### src/rtl/lbb_pkg.sv
package lbb_pkg;
  typedef enum logic [1:0] {
    ESZ_BYTE = 2'd0,
    ESZ_HALF = 2'd1,
    ESZ_WORD = 2'd2,
    ESZ_DBL  = 2'd3
  } esize_e;
endpackage

### src/rtl/lbb_pick_low.sv
module lbb_pick_low #(
  parameter int unsigned N = 4
) (
  input  logic [N-1:0] req_i,
  output logic [N-1:0] gnt_o,
  output logic         any_o
);
  always_comb begin
    gnt_o = '0;
    any_o = 1'b0;
    for (int k = 0; k < N; k++) begin
      if (req_i[k] && !any_o) begin
        gnt_o[k] = 1'b1;
        any_o    = 1'b1;
      end
    end
  end
endmodule

### src/rtl/lbb_oldest.sv
module lbb_oldest #(
  parameter int unsigned N     = 4,
  parameter int unsigned IDX_W = 6
) (
  input  logic [N-1:0]       hit_i,
  input  logic [N*IDX_W-1:0] idx_i,
  output logic               any_o,
  output logic [IDX_W-1:0]   idx_o
);
  always_comb begin
    any_o = 1'b0;
    idx_o = '0;
    for (int k = 0; k < N; k++) begin
      if (hit_i[k] && (!any_o || idx_i[k*IDX_W +: IDX_W] < idx_o)) begin
        any_o = 1'b1;
        idx_o = idx_i[k*IDX_W +: IDX_W];
      end
    end
  end
endmodule

### src/rtl/lbb_unit.sv
module lbb_unit
  import lbb_pkg::*;
#(
  parameter int unsigned ADDR_W = 32,
  parameter int unsigned IDX_W  = 6
) (
  input  logic              clk_i,
  input  logic              rst_ni,
  input  logic              alloc_i,
  input  logic [IDX_W-1:0]  idx_i,
  input  esize_e            size_i,
  input  logic              base_known_i,
  input  logic [ADDR_W-1:0] base_i,
  input  logic              bcast_i,
  input  logic              mem_ok_i,
  input  logic              retire_i,
  input  logic              kill_i,
  input  logic              spec_i,
  output logic              busy_o,
  output logic              aw_o,
  output logic              ex_o,
  output logic              req_o,
  output logic [ADDR_W-1:0] addr_o,
  output logic [IDX_W-1:0]  idx_o
);
  logic              busy_q, aw_q, ex_q;
  logic [IDX_W-1:0]  idx_q;
  logic [ADDR_W-1:0] addr_q;
  logic [ADDR_W-1:0] off_new, off_old;

  assign off_new = ADDR_W'(idx_i) << size_i;
  assign off_old = ADDR_W'(idx_q) << size_i;

  always_ff @(posedge clk_i or negedge rst_ni) begin
    if (!rst_ni) begin
      busy_q <= 1'b0;
      aw_q   <= 1'b0;
      ex_q   <= 1'b0;
      idx_q  <= '0;
      addr_q <= '0;
    end else if (kill_i) begin
      busy_q <= 1'b0;
      aw_q   <= 1'b0;
      ex_q   <= 1'b0;
    end else if (alloc_i) begin
      busy_q <= 1'b1;
      aw_q   <= !base_known_i;
      ex_q   <= 1'b1;
      idx_q  <= idx_i;
      addr_q <= base_known_i ? base_i + off_new : '0;
    end else if (busy_q) begin
      // late base: pick up broadcast once
      if (aw_q && bcast_i) begin
        aw_q   <= 1'b0;
        addr_q <= base_i + off_old;
      end
      if (!aw_q && mem_ok_i) ex_q <= 1'b0;
      if (!ex_q && retire_i) busy_q <= 1'b0;
    end
  end

  assign busy_o = busy_q;
  assign aw_o   = aw_q;
  assign ex_o   = ex_q;
  assign req_o  = busy_q && !aw_q && (!ex_q || spec_i);
  assign addr_o = addr_q;
  assign idx_o  = idx_q;
endmodule

### src/rtl/ld_base_bcast.sv
module ld_base_bcast
  import lbb_pkg::*;
#(
  parameter int unsigned NUM_UNITS = 4,
  parameter int unsigned ADDR_W    = 32,
  parameter int unsigned IDX_W     = 6
) (
  input  logic                          clk_i,
  input  logic                          rst_ni,
  input  logic                          vec_start_i,
  input  logic [1:0]                    vec_size_i,
  input  logic                          vec_spec_i,
  input  logic                          issue_valid_i,
  input  logic [IDX_W-1:0]              issue_idx_i,
  output logic                          issue_ready_o,
  input  logic                          base_valid_i,
  input  logic [ADDR_W-1:0]             base_addr_i,
  input  logic [NUM_UNITS-1:0]          mem_ok_i,
  input  logic [NUM_UNITS-1:0]          retire_i,
  input  logic [NUM_UNITS-1:0]          fault_i,
  output logic [NUM_UNITS-1:0]          unit_busy_o,
  output logic [NUM_UNITS-1:0]          unit_aw_o,
  output logic [NUM_UNITS-1:0]          unit_ex_o,
  output logic [NUM_UNITS-1:0]          unit_req_o,
  output logic [NUM_UNITS*ADDR_W-1:0]   unit_addr_o,
  output logic [NUM_UNITS*IDX_W-1:0]    unit_idx_o,
  output logic                          fault_valid_o,
  output logic [IDX_W-1:0]              fault_idx_o
);
  esize_e            size_q;
  logic              spec_q;
  logic [ADDR_W-1:0] base_q;
  logic              base_vld_q;
  logic              lock_q;
  logic              fault_vld_q;
  logic [IDX_W-1:0]  fault_idx_q;

  logic [NUM_UNITS-1:0] free_gnt, alloc, kill, fault_hit;
  logic                 any_free, f_any, alloc_go, base_take, base_known;
  logic [IDX_W-1:0]     f_idx;
  logic [ADDR_W-1:0]    base_eff;

  assign fault_hit = vec_start_i ? '0 : (fault_i & unit_busy_o & ~unit_aw_o);

  lbb_oldest #(.N(NUM_UNITS), .IDX_W(IDX_W)) u_oldest (
    .hit_i (fault_hit),
    .idx_i (unit_idx_o),
    .any_o (f_any),
    .idx_o (f_idx)
  );

  lbb_pick_low #(.N(NUM_UNITS)) u_pick (
    .req_i (~unit_busy_o),
    .gnt_o (free_gnt),
    .any_o (any_free)
  );

  assign issue_ready_o = !lock_q && any_free && !f_any && !vec_start_i;
  assign alloc_go      = issue_valid_i && issue_ready_o;
  assign base_take     = base_valid_i && !base_vld_q && !vec_start_i;
  assign base_known    = base_vld_q || base_take;
  assign base_eff      = base_vld_q ? base_q : base_addr_i;

  for (genvar k = 0; k < NUM_UNITS; k++) begin : g_unit
    assign alloc[k] = alloc_go && free_gnt[k];
    assign kill[k]  = vec_start_i ||
                      (f_any && unit_busy_o[k] && (unit_idx_o[k*IDX_W +: IDX_W] >= f_idx));

    lbb_unit #(.ADDR_W(ADDR_W), .IDX_W(IDX_W)) u_unit (
      .clk_i        (clk_i),
      .rst_ni       (rst_ni),
      .alloc_i      (alloc[k]),
      .idx_i        (issue_idx_i),
      .size_i       (size_q),
      .base_known_i (base_known),
      .base_i       (base_eff),
      .bcast_i      (base_take),
      .mem_ok_i     (mem_ok_i[k]),
      .retire_i     (retire_i[k]),
      .kill_i       (kill[k]),
      .spec_i       (spec_q),
      .busy_o       (unit_busy_o[k]),
      .aw_o         (unit_aw_o[k]),
      .ex_o         (unit_ex_o[k]),
      .req_o        (unit_req_o[k]),
      .addr_o       (unit_addr_o[k*ADDR_W +: ADDR_W]),
      .idx_o        (unit_idx_o[k*IDX_W +: IDX_W])
    );
  end

  always_ff @(posedge clk_i or negedge rst_ni) begin
    if (!rst_ni) begin
      size_q      <= ESZ_BYTE;
      spec_q      <= 1'b0;
      base_q      <= '0;
      base_vld_q  <= 1'b0;
      lock_q      <= 1'b0;
      fault_vld_q <= 1'b0;
      fault_idx_q <= '0;
    end else if (vec_start_i) begin
      size_q      <= esize_e'(vec_size_i);
      spec_q      <= vec_spec_i;
      base_vld_q  <= 1'b0;
      lock_q      <= 1'b0;
      fault_vld_q <= 1'b0;
    end else begin
      if (base_take) begin
        base_q     <= base_addr_i;
        base_vld_q <= 1'b1;
      end
      fault_vld_q <= f_any;
      if (f_any) begin
        fault_idx_q <= f_idx;
        lock_q      <= 1'b1;
      end
    end
  end

  assign fault_valid_o = fault_vld_q;
  assign fault_idx_o   = fault_idx_q;
endmodule

### config.mk
export PLATFORM = sky130hd
export DESIGN_NAME = ld_base_bcast
export DESIGN_NICKNAME = d
export VERILOG_FILES = /design/src/rtl/lbb_pkg.sv /design/src/rtl/lbb_pick_low.sv /design/src/rtl/lbb_oldest.sv /design/src/rtl/lbb_unit.sv /design/src/rtl/ld_base_bcast.sv
export SDC_FILE = /design/constraint.sdc
export NUM_CORES = 1
export LEC_CHECK = 0
export BUFFER_PORTS_ARGS = -buffer_cell sky130_fd_sc_hd__buf_2
export CAP_MARGIN = 20
export CELL_PAD_IN_SITES_DETAIL_PLACEMENT = 0
export CELL_PAD_IN_SITES_GLOBAL_PLACEMENT = 1
export CORE_MARGIN = 2
export CORE_UTILIZATION = 47
export CTS_CLUSTER_SIZE = 28
export DETAILED_ROUTE_END_ITERATION = 10
export PLACE_DENSITY = 0.95
export SLEW_MARGIN = 20
export SYNTH_ARGS = -nofsm -noshare
export SYNTH_HDL_FRONTEND = slang
export SYNTH_SLANG_ARGS = --single-unit
### constraint.sdc
create_clock -name clk_i -period 15.3 [get_ports clk_i]
set_input_delay 1.53 -clock clk_i [delete_from_list [all_inputs] [get_ports clk_i]]
set_output_delay 1.53 -clock clk_i [all_outputs]
set_load 0.02 [all_outputs]
-- Yosys cells after proc, flatten, opt, wreduce, memory -nomap -nowiden
Index checks and enable logic that the tools add are counted.
- add/sub/neg operators: 5
- $lt $le $gt $ge: 7
- shift-type cells: 5
- multiplexer cells: 83
- bitwise logic cells: 9
- reductions and logical operators: 115
- operators with widths (cell ; count):
    $mux W32 ; 14
    $add A32 B32 Y32 ; 5
    $shl A6 B2 Y32 ; 5
    $mux W1 ; 64
    $logic_and A1 B1 Y1 ; 44
    $reduce_bool A3 Y1 ; 12
    $reduce_and A2 Y1 ; 14
    $ge A6 B6 Y1 ; 4
    $mux W6 ; 4
    $reduce_bool A2 Y1 ; 10
    $logic_not A1 Y1 ; 19
    $lt A6 B6 Y1 ; 3
    $logic_or A1 B1 Y1 ; 12
    $reduce_and A3 Y1 ; 4
    $and A4 B4 Y4 ; 2
    $not A4 Y4 ; 2
    $not A1 Y1 ; 5
    $mux W4 ; 1
- register bits after elaboration: 208
- input bits: 58
- output and inout bits: 176
- logic and storage cells: 251

-- Depth between registers and ports, before layout
Gate-level depths: netlist of the first run.
- word-level depth: 23
- gate-level depth with buffers: 38

-- Hierarchy
From an unflattened synthesis of the first run, not the netlist that was laid out.
- cells, all modules: 2244
- area, all modules: 19282.2 µm²
- modules (own cells, without submodules) (module ; instances ; cells an instance ; area each (µm²) ; seq. area each (µm²)):
    lbb_unit at g_unit[2].u_unit ... ; 2 ; 492 ; 4006.3 ; 1026.0
    lbb_unit at g_unit[1].u_unit ; 1 ; 495 ; 3992.6 ; 1026.0
    lbb_unit at g_unit[0].u_unit ; 1 ; 429 ; 3582.2 ; 1026.0
    ld_base_bcast ; 1 ; 231 ; 2865.2 ; 1101.1
    lbb_oldest ; 1 ; 100 ; 792.0 ; 0.0
    lbb_pick_low ; 1 ; 5 ; 37.5 ; 0.0

-- Least setup slack after synthesis of the first run
OpenSTA, ideal clock, no wires.
- path kind: input port to flip-flop
- from: input port vec_start_i
- to: register g_unit[1].u_unit.addr_q[4]
- data arrival time: 9163 ps
- required time: 15218 ps
- setup slack: 6055 ps
- stages on the path: 38
- buffers on the path: 4
- path through: nor4bb_1 -> buf_2 -> nand2_1 -> ha_1 -> a211o_1 -> a311o_1 -> o221ai_1 -> o31ai_2 -> mux2i_1 -> inv_1 -> ha_1 -> a21oi_1 -> o21a_1 -> nand3b_1 -> a311o_1 -> o311ai_4 -> mux2_2 -> inv_1 -> [... 2 more ...] -> a21o_1 -> a21oi_1 -> o21ai_0 -> or2_2 -> o21a_1 -> o31ai_1 -> buf_2 -> mux2i_1 -> ha_1 -> a21o_1 -> a21o_1 -> a211o_1 -> a31oi_1 -> o21a_1 -> buf_2 -> clkbuf_1 -> nand3_1 -> a31oi_1
- word-level cells in the longest chain between the ends: 21
- elaborated cells on any way between the ends: 40
- RTL lines (item ; line ; source):
    start, declared ; ld_base_bcast.sv:10 ; input logic vec_start_i,
    parallel branches: the longest is 21 deep, another holds $lt A6 B6 Y1 ; n/a ;
    end signal, assigned ; lbb_unit.sv:50 ; addr_q <= base_known_i ? base_i + off_new : '0;
    end signal, assigned ; lbb_unit.sv:55 ; addr_q <= base_i + off_old;
    end, declared ; lbb_unit.sv:28 ; logic [ADDR_W-1:0] addr_q;
Several ways; the timed one is not identified.
A chain may end at the register's enable or synchronous reset.

-- Worst setup path in the final report of the first run
- from: input port vec_start_i
- to: register g_unit[2].u_unit.addr_q[18]
- word-level cells in the longest chain between the ends: 21
- elaborated cells on any way between the ends: 40
- RTL lines (item ; line):
    parallel branches: the longest is 21 deep, another holds $lt A6 B6 Y1 ; n/a
    end signal, assigned ; lbb_unit.sv:50
    end signal, assigned ; lbb_unit.sv:55
    end, declared ; lbb_unit.sv:28
Several ways; the timed one is not identified.

==> results of run 1 <==
==> final cells by class <==
| class | instances | area, sq um | area share |
|---|---|---|---|
| clock buffer | 34 | 760.7 | 0.04218 |
| clock inverter | 12 | 136.4 | 0.007562 |
| inverter | 47 | 176.4 | 0.009782 |
| multi-input combinational | 1470 | 9809 | 0.5439 |
| sequential | 208 | 5206 | 0.2887 |
| tap | 442 | 553.0 | 0.03066 |
| timing repair buffer | 261 | 1393 | 0.07722 |
==> routing by layer <==
metal | vias to the layer above | part of all wire | global-route usage
met5 | - | 0 | 0
met2 | 701 | 0.47 | 0.5283
met3 | 186 | 0.058 | 0.03536
met4 | 0 | 0.068 | 0.1850
met1 | 7386 | 0.40 | 0.3992
li1 | 6970 | - | -
==> how the worst max path moves through the flow <==
stage                           start                           to  slack [ns]
after global routing      vec_start_i   g_unit[2].u_unit.addr_o[9]        3.88
final                     vec_start_i  g_unit[2].u_unit.addr_o[18]        4.51
after floorplan           vec_start_i   g_unit[1].u_unit.addr_o[4]        6.05
after global placement    vec_start_i   g_unit[3].u_unit.addr_o[5]        3.73
after CTS                 vec_start_i   g_unit[3].u_unit.addr_o[5]        4.21
after detailed placement  vec_start_i   g_unit[3].u_unit.addr_o[5]        3.66
==> through the flow <==
step	area (sq um)	hold slack, ns	power, mW	worst slack, ns	instances
2_1_floorplan	15690	0.4749	1.305	6.055	1856
3_3_place_gp	17100	0.4643	1.595	3.726	2428
3_5_place_dp	17100	0.4692	1.612	3.662	2428
4_1_cts	18000	0.4823	2.254	4.213	2474
5_1_grt	18030	0.4965	2.368	3.880	2474
6_report	18030	0.4764	2.256	4.511	2474
==> worst register-to-register path, delay by kind of cell, from the launching register on <==
kind	cells	cell delay, ns
and+or+nand+nor	5	2.06
muxes	3	1.10
DFF	1	0.67
adders and majority gates	4	1.24
buffers and inverters	3	0.41
AOI/OAI and AO/OA	19	4.55
==> kinds of logic after synthesis <==
kind of cell,after synthesis
AOI/OAI and AO/OA,542
xor gates and xnor gates,90
adders and majority gates,89
buffers and inverters,178
DFF,208
muxes,149
and+or+nand+nor,600
==> cells in the final DEF (no fill, tap or decap), types with 11 or more instances in the layout <==
cell,instances
a211oi_1,12
a21o_1,25
a21oi_1,135
a22oi_1,15
a31oi_1,35
and3_1,11
buf_2,232
buf_4,26
clkbuf_16,26
dfrtp_1,207
ha_1,84
inv_1,46
mux2_2,57
mux2i_1,87
nand2_1,268
nand2b_1,17
nand3_1,31
nor2_1,129
nor2b_1,21
nor3_1,38
o211ai_1,20
o21a_1,18
o21ai_0,162
o21ai_1,14
o31ai_1,21
or2_2,11
or3_1,13
xnor2_1,63
xor2_1,27
==> state kept, by name (all words and copies together), names as in the netlist, 2 cells and up <==
| name | count |
|---|---|
| g_unit.u_unit.idx_o | 24 |
| g_unit.u_unit.busy_o | 4 |
| base_q | 32 |
| g_unit.u_unit.ex_o | 4 |
| g_unit.u_unit.addr_o | 128 |
| fault_idx_o | 6 |
| g_unit.u_unit.aw_o | 4 |
| size_q | 2 |
==> power groups by stage <==
stage	clock network [mW]	registers [mW]	logic [mW]
final	0.639	0.761	0.856
after global routing	0.669	0.771	0.928
after CTS	0.647	0.759	0.848
after detailed placement	0	0.768	0.844
after global placement	0	0.767	0.828
after floorplan	0	0.832	0.473
==> metrics.cfg, run 1 <==
[setup_path]
cp-end-kind = register
r2r_start = g_unit[0].u_unit.busy_o
required_ns = 15.77
timing.rr.end = g_unit[2].u_unit.addr_o[18]
arrival_ns = 11.26
worst-path-stages = 35
r2r_cells = 34
path_delay_family = compound AO/OA/AOI/OAI gates
regToRegSetupSlack_ns = 5.15
critPathSlowestCell = o31ai_2
path_buf_inv = 4
cp-start-kind = input pin
crit_path_frequent_cell = ha_1
path_class = in -> reg
critPathMaxStageDelay_ns = 0.93
crit_fanout = 29

[power_and_ir_drop]
vdd_drop_max_v = 0.00009132
power_leakage_nw = 8.424
cell_internal_pwr_mw = 1.354
p_switching_mw = 0.9025
p_per_area_mw_per_mm2 = 125.1
swShare = 0.4000
combPwrFrac = 0.379
seq_power_share = 0.338
p_clk_frac = 0.283

[clock_network]
cts.clk_slew.worst_paths_ns = 0.06
cts_setup_buffers = 0
cts_root_buffer = clkbuf_16
clk-insertion-delay-late_ns = 0.55
cts_tree = done
clock-sinks = 208
cts_buffers = 26
clockBufferDepth = 3
holdBufCountCts = 0
h-tree-depth = 1
cts.repair.resized = 0

[min_path]
hold_class = reg -> reg
min_to = g_unit[3].u_unit.addr_o[25]
hold_depth = 2
min_from = g_unit[3].u_unit.addr_o[25]

[sta]
fin_crit_sh = 0.7052
slew-limit-headroom = 0.2143
fmax_mhz = 92.69
finalSetupViolations = 0
finalSetupTns_ns = 0
finClkSkew_ns = 0.01276
rsz0062_at_grt = false
worstMarginPinSlew_ns = 1.146
finalWorstPathRequiredPeriod_ns = 10.79
report.final.slew_viol_count = 0
finalHoldViolations = 0

[floorplan]
pin_count = 234
die_h_microns = 186.7
dieArea_sq_mm = 0.03486
die_w_microns = 186.7
initial_core_util = 0.4798
core_area_sq_mm = 0.03270
fp-row-count = 66

[finish]
final_util = 0.5515
insertedDiodeCount = 0
area_growth_pct = 14.95
fillers = 3158
fin_nets = 2161
drive_above_1_share = 0.2077

[yosys]
synth_edf_count = 0
synth-adder-area-share = 0.07337
synth.most_common_cell = nand2_1
synth_nets = 2003
synthArstFlopShare = 1.000
ys_ff_latch = 208
synthSimpleGateAreaFrac = 0.1790
synth_compound_area_frac = 0.2156
synth.area.mux_share = 0.09993
ys.warnings.count = 0
synthFlopType = dfrtp_1
synthTopCellsByCount = 268 x nand2_1, 208 x dfrtp_1, 162 x o21ai_0
synth_xor_area_frac = 0.05024
synth_cell_type_count = 88
synth_largest_area_cell = dfrtp_1
synth_top_area_frac = 0.3318
avgSynthCellArea_sq_um = 8.453
synth_top_family_by_area = compound AO/OA/AOI/OAI gates
syn-cell-area_sq_mm = 0.01569
syn_inst = 1856
ys_seq_area_frac = 0.3318
synth.area.top_cells = dfrtp_1 33%, ha_1 6.7%, nand2_1 6.4%

[run_status]
status = finished clean

[detailed_routing]
drc = 0
vias = 15240
first_iter_violations = 1318
wire_per_inst_microns = 22.93
via_per_inst = 6.161
ant_nets = 0
wl_mm = 56.72
firstDrtPassIters = 5

[global_routing]
grt_start_max_net_pins = 81
grt_antenna_before_repair = 0
grt_pass1_vias = 14700
overflow = 0
globalRouteTotalUtil = 0.3171
grt_pass1_wl_mm = 86.60

[placed_design]
hpwl_mm = 42.23
port_buffers = 233
place.gp.congestion = 1.025

[job]
maxCapViolCount = 0

No activity file was read; power rests on OpenSTA's default activity.
==> run 2, diff against run 1 <==
- CORE_UTILIZATION: 47 -> 40
- PLACE_DENSITY: 0.95 -> 0.89
- clock period: 15.3 -> 8.7 ns (I/O delays scaled with it)
==> metrics.cfg, run 2 (synthesis results as in run 1) <==
[sta]
finalWorstPathRequiredPeriod_ns = 8.190
report.final.slew_viol_count = 0  ; unchanged
fmax_mhz = 122.1
finalSetupViolations = 0  ; unchanged
timing.final.ws_setup_ns = 0.5100  ; -4.001 ns
fin_crit_sh = 0.9414
whs_ns = 0.4332  ; -0.04317 ns
slew-limit-headroom = 0.2807  ; +0.06646
worstMarginPinSlew_ns = 1.049  ; -0.09692 ns
finClkSkew_ns = 0.01308  ; +0.0003266 ns
finalHoldViolations = 0  ; unchanged

[detailed_routing]
first_iter_violations = 1437  ; +9.0%
drc = 0  ; unchanged
wire_per_inst_microns = 23.17  ; +1.1%
vias = 15430  ; +1.2%
ant_nets = 0  ; unchanged
firstDrtPassIters = 5  ; unchanged
via_per_inst = 5.876  ; -4.6%
wl_mm = 60.85  ; +7.3%

[floorplan]
die_h_microns = 202.0  ; +8.2%
initial_core_util = 0.4060  ; -0.07381
dieArea_sq_mm = 0.04082  ; +17%
fp-row-count = 72  ; +9.1%
core_area_sq_mm = 0.03865  ; +18%
pin_count = 234  ; unchanged
die_w_microns = 202.0  ; +8.2%

[power_and_ir_drop]
vdd_drop_max_v = 0.0001538  ; +68%
p_per_area_mw_per_mm2 = 216.6  ; +73%
power_leakage_nw = 8.801  ; +4.5%

[clock_network]
clk-insertion-delay-late_ns = 0.56  ; about the same
clockBufferDepth = 3  ; unchanged
holdBufCountCts = 0  ; unchanged
cts.clk_slew.worst_paths_ns = 0.06  ; about the same
cts_buffers = 27  ; +3.8%
cts_root_buffer = clkbuf_16
cts_tree = done
h-tree-depth = 1  ; unchanged
clock-sinks = 208  ; unchanged

[finish]
insertedDiodeCount = 0  ; unchanged
drive_above_1_share = 0.2306  ; +0.02287
layout_common_cells = 268 x nand2_1, 232 x buf_2, 207 x dfrtp_1
largest_reg_flops = 128  ; unchanged
design_area_sq_mm = 0.01874  ; +3.9%
final_common_cell = nand2_1
area_growth_pct = 19.46
fin_nets = 2235  ; +3.4%

[setup_path]
critPathMaxStageDelay_ns = 0.47  ; -0.46 ns
crit_start = g_unit[0].u_unit.aw_o
cp-endpoint = g_unit[1].u_unit.addr_o[20]
path_class = reg -> reg
cp-end-kind = register
r2r_cells = 37  ; +8.8%
cp-start-kind = register
arrival_ns = 8.61  ; -2.65 ns
timing.rr.end = g_unit[1].u_unit.addr_o[20]
crit_path_frequent_cell = buf_4
critPathSlowestCell = dfrtp_1
r2r_start = g_unit[0].u_unit.aw_o
required_ns = 9.12  ; -6.65 ns
regToRegSetupSlack_ns = 0.51  ; -4.64 ns
crit_fanout = 9  ; -69%

[placed_design]
place.gp.congestion = 0.9436  ; -7.9%
placed_area_sq_mm = 0.01782  ; +4.2%
hpwl_mm = 46.39  ; +9.8%
pre_cts_ws_ns = -0.4319  ; -4.093 ns
port_buffers = 233  ; unchanged

[job]
maxCapViolCount = 0  ; unchanged

[global_routing]
overflow = 0  ; unchanged
grt_antenna_before_repair = 0  ; unchanged
globalRouteTotalUtil = 0.2917  ; -0.02542
grt_start_max_net_pins = 101  ; +25%
grt_pass1_wl_mm = 91.47  ; +5.6%
grt_pass1_vias = 15170  ; +3.2%

[min_path]
hold_class = in -> async

[run_status]
status = finished clean

[run 2: changes by cell type in the layout (fill, tap and decap cells not counted), moves of 2 or more]
cell	delta
buf_12	+7
clkinvlp_4	-2
mux2i_1	+4
clkbuf_1	+7
clkbuf_8	-4
buf_6	-2
mux2i_2	-4
buf_4	+68
[run 2: final cells by class]
cell class	count	area, sq um
Multi-Input combinational cell	1470	9791
Timing Repair Buffer	334	2021
Tap cell	518	648.1
Clock buffer	38	757.0
Inverter	47	176.4
Fill cell	3732	19910
Sequential cell	208	5206
Clock inverter	11	142.6
[run 2: per-layer routing]
| layer | track usage | share of wire | wire length [microns] |
|---|---|---|---|
| met4 | 0.1489 | 0.058 | 3504 |
| met3 | 0.04224 | 0.074 | 4512 |
| met5 | 0 | 0 | 0 |
| met1 | 0.3581 | 0.39 | 23470 |
| met2 | 0.4989 | 0.48 | 29360 |
[run 2: what timing repair did]
| item | in CTS | in global routing |
|---|---|---|
| setup endpoints to repair | 0 | 138 |
| setup buffers | 0 | 1 |
| resized for setup | 0 | 2 |
[run 2: worst min path at each step]
| stage | to | from | cells after the start |
|---|---|---|---|
| 6_report | base_q[3] | rst_ni | 1 |
| 3_3_place_gp | g_unit[3].u_unit.addr_o[10] | g_unit[3].u_unit.addr_o[10] | 2 |
| 5_1_grt | base_q[3] | rst_ni | 1 |
| 2_1_floorplan | base_q[7] | base_q[7] | 1 |
| 3_5_place_dp | g_unit[0].u_unit.addr_o[25] | g_unit[0].u_unit.addr_o[25] | 2 |
| 4_1_cts | base_q[3] | rst_ni | 1 |
[run 2: where the power goes]
group | leakage (nW) | internal, mW | switching (mW)
Clock | 0.442 | 0.694 | 0.452
Combinational | 5.70 | 0.587 | 1.00
Sequential | 2.66 | 1.15 | 0.177
Total | 8.80 | 2.43 | 1.63
[run 2: worst max-delay path: cells and delay by family (launching register included)]
kind | cells | cell delay, ns
and+or+nand+nor | 4 | 0.85
AOI/OAI and AO/OA | 18 | 3.49
muxes | 3 | 0.89
buffers and inverters | 8 | 1.29
adders and majority gates | 4 | 1.05
DFF | 1 | 0.47
[run 2: metrics by stage]
step | util | TNS [ns] | power, mW | std cells
finish | 0.4849 | 0 | 4.060 | 2626
global route | 0.4849 | -0.1284 | 4.261 | 2626
CTS | 0.4843 | 0 | 4.056 | 2625
detailed placement | 0.4610 | -34.28 | 2.907 | 2576
global placement | 0.4608 | -3.840 | 2.881 | 2575
floorplan | - | 0 | 2.295 | 1856
